[src/rtl/twi_pkg.sv]
package twi_pkg;

  typedef enum logic [2:0] {
    ST_IDLE,
    ST_ADDR,
    ST_WR,
    ST_ACK_SET,
    ST_ACK_HOLD,
    ST_RD,
    ST_MACK
  } twi_st_e;

  localparam logic [3:0] DEV_TYPE = 4'b1010;

  // address byte layout: [7:4] type nibble, [3:1] straps, [0] direction
  function automatic logic addr_hit(input logic [7:0] b, input logic [2:0] strap);
    return (b[7:4] == DEV_TYPE) && (b[3:1] == strap);
  endfunction

  function automatic logic [7:0] shift_in(input logic [7:0] b, input logic bit_in);
    return {b[6:0], bit_in};
  endfunction

endpackage

[src/rtl/twi_glitch_filter.sv]
module twi_glitch_filter #(
  parameter int FILT_CYC    = 6,
  parameter int SYNC_STAGES = 2
) (
  input  logic clk,
  input  logic rst_n,
  input  logic raw_i,
  output logic clean_o
);
  localparam int CW = (FILT_CYC > 1) ? $clog2(FILT_CYC) : 1;

  logic [SYNC_STAGES-1:0] sync_q;
  logic [CW-1:0]          run_q;
  logic                   s_w;

  assign s_w = sync_q[SYNC_STAGES-1];

  always_ff @(posedge clk or negedge rst_n) begin
    if (!rst_n) sync_q <= '1;
    else        sync_q <= {sync_q[SYNC_STAGES-2:0], raw_i};
  end

  always_ff @(posedge clk or negedge rst_n) begin
    if (!rst_n) begin
      clean_o <= 1'b1;
      run_q   <= '0;
    end else if (s_w != clean_o) begin
      if (run_q == CW'(FILT_CYC - 1)) begin
        clean_o <= s_w;
        run_q   <= '0;
      end else begin
        run_q <= run_q + 1'b1;
      end
    end else begin
      run_q <= '0;
    end
  end

  // a new filtered level was already present on the synchronised input before
  assert_filter_settled_R9: assert property (@(posedge clk) disable iff (!rst_n)
    !$stable(clean_o) |-> ($past(s_w, 1) == clean_o) && ($past(s_w, 2) == clean_o))
    else $error("filter flipped without a settled input");

endmodule

[src/rtl/twi_bus_events.sv]
module twi_bus_events (
  input  logic clk,
  input  logic rst_n,
  input  logic scl_c,
  input  logic sda_c,
  output logic scl_rise,
  output logic scl_fall,
  output logic start_ev,
  output logic stop_ev
);
  logic scl_q, sda_q;

  always_ff @(posedge clk or negedge rst_n) begin
    if (!rst_n) begin
      scl_q <= 1'b1;
      sda_q <= 1'b1;
    end else begin
      scl_q <= scl_c;
      sda_q <= sda_c;
    end
  end

  assign scl_rise = scl_c & ~scl_q;
  assign scl_fall = ~scl_c & scl_q;
  assign start_ev = scl_c & scl_q & sda_q & ~sda_c;
  assign stop_ev  = scl_c & scl_q & ~sda_q & sda_c;

endmodule

[src/rtl/twi_byte_engine.sv]
module twi_byte_engine
  import twi_pkg::*;
(
  input  logic       clk,
  input  logic       rst_n,
  input  logic       scl_rise,
  input  logic       scl_fall,
  input  logic       start_ev,
  input  logic       stop_ev,
  input  logic       sda_c,
  input  logic [2:0] strap_i,
  input  logic       busy_i,
  input  logic [7:0] tx_byte_i,
  output logic       sda_low_o,
  output logic [7:0] rx_byte_o,
  output logic       rx_valid_o,
  output logic       tx_load_o,
  output logic       mack_o,
  output logic       mnack_o
);
  twi_st_e    st;
  logic [2:0] cnt;
  logic [7:0] sh, txsh, nxt;
  logic       rw, drv;

  assign nxt       = shift_in(sh, sda_c);
  assign sda_low_o = drv;

  always_ff @(posedge clk or negedge rst_n) begin
    if (!rst_n) begin
      st <= ST_IDLE; cnt <= '0; sh <= '0; txsh <= '0; rw <= 1'b0; drv <= 1'b0;
      rx_byte_o <= '0; rx_valid_o <= 1'b0; tx_load_o <= 1'b0;
      mack_o <= 1'b0; mnack_o <= 1'b0;
    end else begin
      rx_valid_o <= 1'b0;
      tx_load_o  <= 1'b0;
      mack_o     <= 1'b0;
      mnack_o    <= 1'b0;
      if (start_ev) begin
        st <= ST_ADDR; cnt <= '0; drv <= 1'b0;
      end else if (stop_ev) begin
        st <= ST_IDLE; drv <= 1'b0;
      end else begin
        case (st)
          ST_ADDR, ST_WR: if (scl_rise) begin
            sh <= nxt;
            if (cnt == 3'd7) begin
              cnt <= '0;
              if (st == ST_ADDR) begin
                if (addr_hit(nxt, strap_i) && !busy_i) begin
                  rw <= nxt[0];
                  st <= ST_ACK_SET;
                end else begin
                  st <= ST_IDLE;
                end
              end else begin
                rx_byte_o  <= nxt;
                rx_valid_o <= 1'b1;
                st         <= ST_ACK_SET;
              end
            end else begin
              cnt <= cnt + 1'b1;
            end
          end
          ST_ACK_SET: if (scl_fall) begin
            drv <= 1'b1;
            st  <= ST_ACK_HOLD;
          end
          ST_ACK_HOLD: if (scl_fall) begin
            cnt <= '0;
            if (rw) begin
              txsh      <= tx_byte_i;
              drv       <= ~tx_byte_i[7];
              tx_load_o <= 1'b1;
              st        <= ST_RD;
            end else begin
              drv <= 1'b0;
              st  <= ST_WR;
            end
          end
          ST_RD: if (scl_fall) begin
            if (cnt == 3'd7) begin
              drv <= 1'b0;
              st  <= ST_MACK;
            end else begin
              txsh <= {txsh[6:0], 1'b0};
              drv  <= ~txsh[6];
              cnt  <= cnt + 1'b1;
            end
          end
          ST_MACK: if (scl_rise) begin
            if (!sda_c) begin
              mack_o <= 1'b1;
              st     <= ST_ACK_HOLD;
            end else begin
              mnack_o <= 1'b1;
              st      <= ST_IDLE;
            end
          end
          default: ;
        endcase
      end
    end
  end

  // the pull-down moves only after a filtered SCL fall or a bus condition
  assert_drive_on_low_R10: assert property (@(posedge clk) disable iff (!rst_n)
    !$stable(drv) |-> $past(scl_fall || start_ev || stop_ev))
    else $error("SDA drive changed outside SCL low");

  // a start leaves a fresh address reception with the line released
  assert_start_resync_R1: assert property (@(posedge clk) disable iff (!rst_n)
    start_ev |=> (st == ST_ADDR) && (cnt == 3'd0) && !drv)
    else $error("start did not resynchronise");

  // a stop returns to idle with the line released
  assert_stop_idle_R2: assert property (@(posedge clk) disable iff (!rst_n)
    stop_ev |=> (st == ST_IDLE) && !drv)
    else $error("stop did not idle");

  // no address acknowledge is scheduled after a busy sample
  assert_busy_no_ack_R4: assert property (@(posedge clk) disable iff (!rst_n)
    (st == ST_ACK_SET) && ($past(st) == ST_ADDR) |-> !$past(busy_i))
    else $error("address accepted while busy");

  // a received byte is reported right after an SCL rise
  assert_rx_after_rise_R6: assert property (@(posedge clk) disable iff (!rst_n)
    rx_valid_o |-> $past(scl_rise))
    else $error("rx pulse without SCL rise");

  // a master decline leaves the engine idle and released
  assert_nack_release_R8: assert property (@(posedge clk) disable iff (!rst_n)
    mnack_o |-> (st == ST_IDLE) && !drv)
    else $error("master nack did not release");

endmodule

[src/rtl/twi_slave_front.sv]
module twi_slave_front #(
  parameter int FILT_CYC    = 6,
  parameter int SYNC_STAGES = 2
) (
  input  logic       clk,
  input  logic       rst_n,
  input  logic       scl_i,
  input  logic       sda_i,
  input  logic [2:0] strap_i,
  input  logic       busy_i,
  input  logic [7:0] tx_byte_i,
  output logic       sda_low_o,
  output logic       start_o,
  output logic       stop_o,
  output logic [7:0] rx_byte_o,
  output logic       rx_valid_o,
  output logic       tx_load_o,
  output logic       mack_o,
  output logic       mnack_o
);
  localparam int NLINES = 2;

  logic [NLINES-1:0] raw_w, clean_w;
  logic scl_rise, scl_fall, start_ev, stop_ev;

  assign raw_w = {sda_i, scl_i};

  for (genvar i = 0; i < NLINES; i++) begin : g_line
    twi_glitch_filter #(.FILT_CYC(FILT_CYC), .SYNC_STAGES(SYNC_STAGES)) u_filt (
      .clk(clk), .rst_n(rst_n), .raw_i(raw_w[i]), .clean_o(clean_w[i]));
  end

  twi_bus_events u_ev (
    .clk(clk), .rst_n(rst_n), .scl_c(clean_w[0]), .sda_c(clean_w[1]),
    .scl_rise(scl_rise), .scl_fall(scl_fall), .start_ev(start_ev), .stop_ev(stop_ev));

  twi_byte_engine u_eng (
    .clk(clk), .rst_n(rst_n), .scl_rise(scl_rise), .scl_fall(scl_fall),
    .start_ev(start_ev), .stop_ev(stop_ev), .sda_c(clean_w[1]),
    .strap_i(strap_i), .busy_i(busy_i), .tx_byte_i(tx_byte_i),
    .sda_low_o(sda_low_o), .rx_byte_o(rx_byte_o), .rx_valid_o(rx_valid_o),
    .tx_load_o(tx_load_o), .mack_o(mack_o), .mnack_o(mnack_o));

  assign start_o = start_ev;
  assign stop_o  = stop_ev;

endmodule

[config.mk]
export PLATFORM = sky130hd
export DESIGN_NAME = twi_slave_front
export DESIGN_NICKNAME = d
export VERILOG_FILES = /design/src/rtl/twi_pkg.sv /design/src/rtl/twi_glitch_filter.sv /design/src/rtl/twi_bus_events.sv /design/src/rtl/twi_byte_engine.sv /design/src/rtl/twi_slave_front.sv
export SDC_FILE = /design/constraint.sdc
export NUM_CORES = 1
export LEC_CHECK = 0
export ABC_CLOCK_PERIOD_IN_PS = 2040
export BUFFER_PORTS_ARGS = -buffer_cell sky130_fd_sc_hd__buf_4
export CORE_AREA = 4 4 80 82
export CTS_BUF_LIST = sky130_fd_sc_hd__clkbuf_4
export DETAILED_ROUTE_END_ITERATION = 8
export DIE_AREA = 0 0 84 86
export PLACE_DENSITY = 0.63
export SYNTH_ARGS = -nofsm -noshare
export SYNTH_HDL_FRONTEND = slang
export SYNTH_SLANG_ARGS = --single-unit
[constraint.sdc]
create_clock -name clk -period 2.04 [get_ports clk]
set_clock_uncertainty 0.2 [all_clocks]
set_input_delay 0.204 -clock clk [delete_from_list [all_inputs] [get_ports clk]]
set_output_delay 0.204 -clock clk [all_outputs]
set_load 0.03 [all_outputs]
==> out/qor.yml <==
routing:
  vias: 1693
  drtAntennaViolNets: 0
  vias_per_cell: 4.88
  drtIter0Drc: 57
  drc: 0
  route.final.wire_length_um: 4510
  wl_per_cell_um: 13.0
  dr.pass1.iters: 4
global_route:
  overflow: 0
  grt_max_degree: 49
  grt_usage_pct: 13.3
  grt_pass1_vias: 1660
  grt_first_pass_wirelength_um: 7760
  antenna_found_initial: 0
critical_path:
  ff2ff_path_depth: 7
  worstSetupStartpoint: "u_eng.cnt[0]"
  r2r-end: "u_eng.st[1]"
  r2r_start: "u_eng.cnt[0]"
  path_max_fanout: 5
  max_stage_delay_ns: 0.41
  crit_path_end_kind: "register"
  critPathArrivalTime_ns: 2.06
  endpoint: "u_eng.st[1]"
  required_ns: 2.09
  slowest_stage: "dfrtp_1"
  cp-start-kind: "register"
  regToRegSetupSlack_ns: 0.03
  cp_cell_sequence: "ha_2 > ha_4 > nor2b_4 > o22ai_2 > a221oi_2 > buf_4 > mux2_4"
  critical_path_class: "reg -> reg"
finish:
  antennaDiodeCount: 0
  final_common_cell: "buf_4"
  final_util_pct: 50.8
  mostFrequentLayoutCells: "buf_4, dfrtp_1, nand2_1"
  fin_nets: 289
  areaGrowthSynthToFinish_pct: 32.4
  drive_gt1_share_pct: 35.7
  final_cell_count_no_fill: 347
yosys:
  syn_avg_cell_area_um2: 10.5
  syn-num-nets: 228
  synth_edf_count: 0
  yosysUniqueCellTypes: 38
  synth_top_family_by_area: "simple AND/OR/NAND/NOR gates"
  synthAdderAreaFrac_pct: 1.14
  synthArstFlopShare_pct: 100
  synthCells: 210
  yosysSeqAreaShare_pct: 55.0
  synth_area_mm2: 0.00220
  yosysWarnings: 0
  synth_flop_cell: "dfrtp_1"
  synthXorXnorAreaFrac_pct: 2.39
  synth_seq_cells: 48
  synth_mux_area_share_pct: 10.8
  synth_compound_area_share_pct: 9.77
  synthSimpleGateAreaFrac_pct: 18.6
clock_network:
  insertion_delay_ns: 0.36
  clk_path_buf_depth: 2
  numClockSinks: 48
  numCtsBuffers: 5
  clock-root-buffer: "clkbuf_4"
  path_clk_slew_ns: 0.13
  htree_num_levels: 2
  cts_tree: "built"
timing:
  worst_pin_slew_ns: 0.594
  max_freq_mhz: 498
  slew_headroom_pct: 60.4
  hold_viol: 0
  setup_violations: 0
  fin_setup_tns_ns: 0
  fin_crit_sh_pct: 98.5
  layout_min_cycle_time_ns: 2.01
  fin_ws_ns: 0.0306
  rsz0062_at_grt: "true"
  maxSlewViolCount: 0
floorplan:
  rows: 28
  io_pins: 31
  dieHeight_um: 86
  die_w_um: 84
  dieArea_mm2: 0.00722
  core-area_mm2: 0.00575
  start_util_pct: 38.3
pwr:
  finalPower_mw: 2.90
  leakagePower_nw: 1.40
  cellPowerDensity_mw_per_mm2: 993
  peakVddDrop_mv: 0.396
place:
  dp_hpwl_um: 3240
  post-place-ws_ns: -0.0486
  placed_cells: 326
  port_buffers: 30
  globalplace.congestion: 0.836
worst_hold_path:
  hold_path.class: "in -> reg"
outcome:
  status: "finished clean"
job:
  cap_violations: 0
[cell usage after synthesis (4+ instances only)]
library cell,instances,area [um2]
nand2_1,35,131
mux2_1,11,124
nor2_1,17,63.8
dfstp_2,8,210
o21ai_1,10,50.1
nor2b_1,5,31.3
a21oi_1,12,60.1
nand3_1,4,20.0
nand3b_1,4,30.0
dfrtp_1,40,1000
mux2i_1,8,80.1
nand2b_1,8,50.1
nor3_1,5,25.0
[registers in the layout, indices dropped and copies added, names as in the netlist, 2 cells and up]
signal and count:
u_eng.txsh 7, g_line.u_filt.clean_o 2, u_eng.st 3, u_eng.sh 7
g_line.u_filt.run_q 6, u_eng.cnt 3, u_eng.rx_byte_o 8, g_line.u_filt.sync_q 4
[final cells by class]
class	count	area (um2)
fill	559	2830
tap	75	93.8
clock buffer	7	52.6
timing repair buffer	61	495
multi-input combinational	149	1040
clock inverter	1	3.75
sequential	48	1210
inverter	6	22.5
[routing by layer]
layer	part of all wire [%]	global-route usage, %	up-vias
met5	0	0	-
met4	1.2	3.95	0
met3	5.3	3.84	5
met2	50	23.0	36
met1	44	16.3	807
li1	-	-	845
[worst min path at each step]
stage,start,endpoint,depth (start not counted)
floorplan,rst_n,g_line[0].u_filt.run_q[0],0
global placement,rst_n,u_eng.rx_valid_o,1
detailed placement,rst_n,g_line[1].u_filt.run_q[1],1
CTS,tx_byte_i[7],u_eng.sda_low_o,4
global route,tx_byte_i[7],u_eng.sda_low_o,4
finish,tx_byte_i[7],u_eng.sda_low_o,4
[what timing repair did]
| item | in CTS | in global routing |
|---|---|---|
| endpoints found under the hold margin | 49 | 0 |
| setup endpoints to repair | 11 | 14 |
| buffers inserted | 2 | 1 |
| hold buffers | 10 | 0 |
| pin swaps | 2 | 3 |
| gates resized for setup | 4 | 13 |
[cell families (layout without fill, tap and decap cells)]
group                    after synthesis  count (layout)
AO/OA/AOI/OAI                         34              34
XOR/XNOR                               6               6
adder cells (fa/ha/maj)                2               2
buffers and inverters                 13              75
flip-flops                            48              48
multiplexers                          22              22
AND/OR/NAND/NOR                       85              85
[critical path, delay by kind of cell, from the launching register on]
kind | cells | cell delay [ns]
flip-flops | 1 | 0.41
adder cells (fa/ha/maj) | 2 | 0.39
AO/OA/AOI/OAI | 2 | 0.30
multiplexers | 1 | 0.30
buffers and inverters | 1 | 0.17
AND/OR/NAND/NOR | 1 | 0.13
[through the flow]
step | hold slack, ns | cell area [um2]
after floorplan | -0.292 | 2240
after global placement | 0.0543 | 2670
after detailed placement | 0.0650 | 2670
after CTS | 0.0141 | 2870
after global routing | 0.0571 | 2920
final | 0.0300 | 2920
[power breakdown]
part / internal [mW] / total, mW / switching, mW
logic: 0.558 / 1.12 / 0.566
clock network: 0.160 / 0.439 / 0.280
registers: 1.15 / 1.33 / 0.178
No activity file was read; power rests on OpenSTA's default activity.
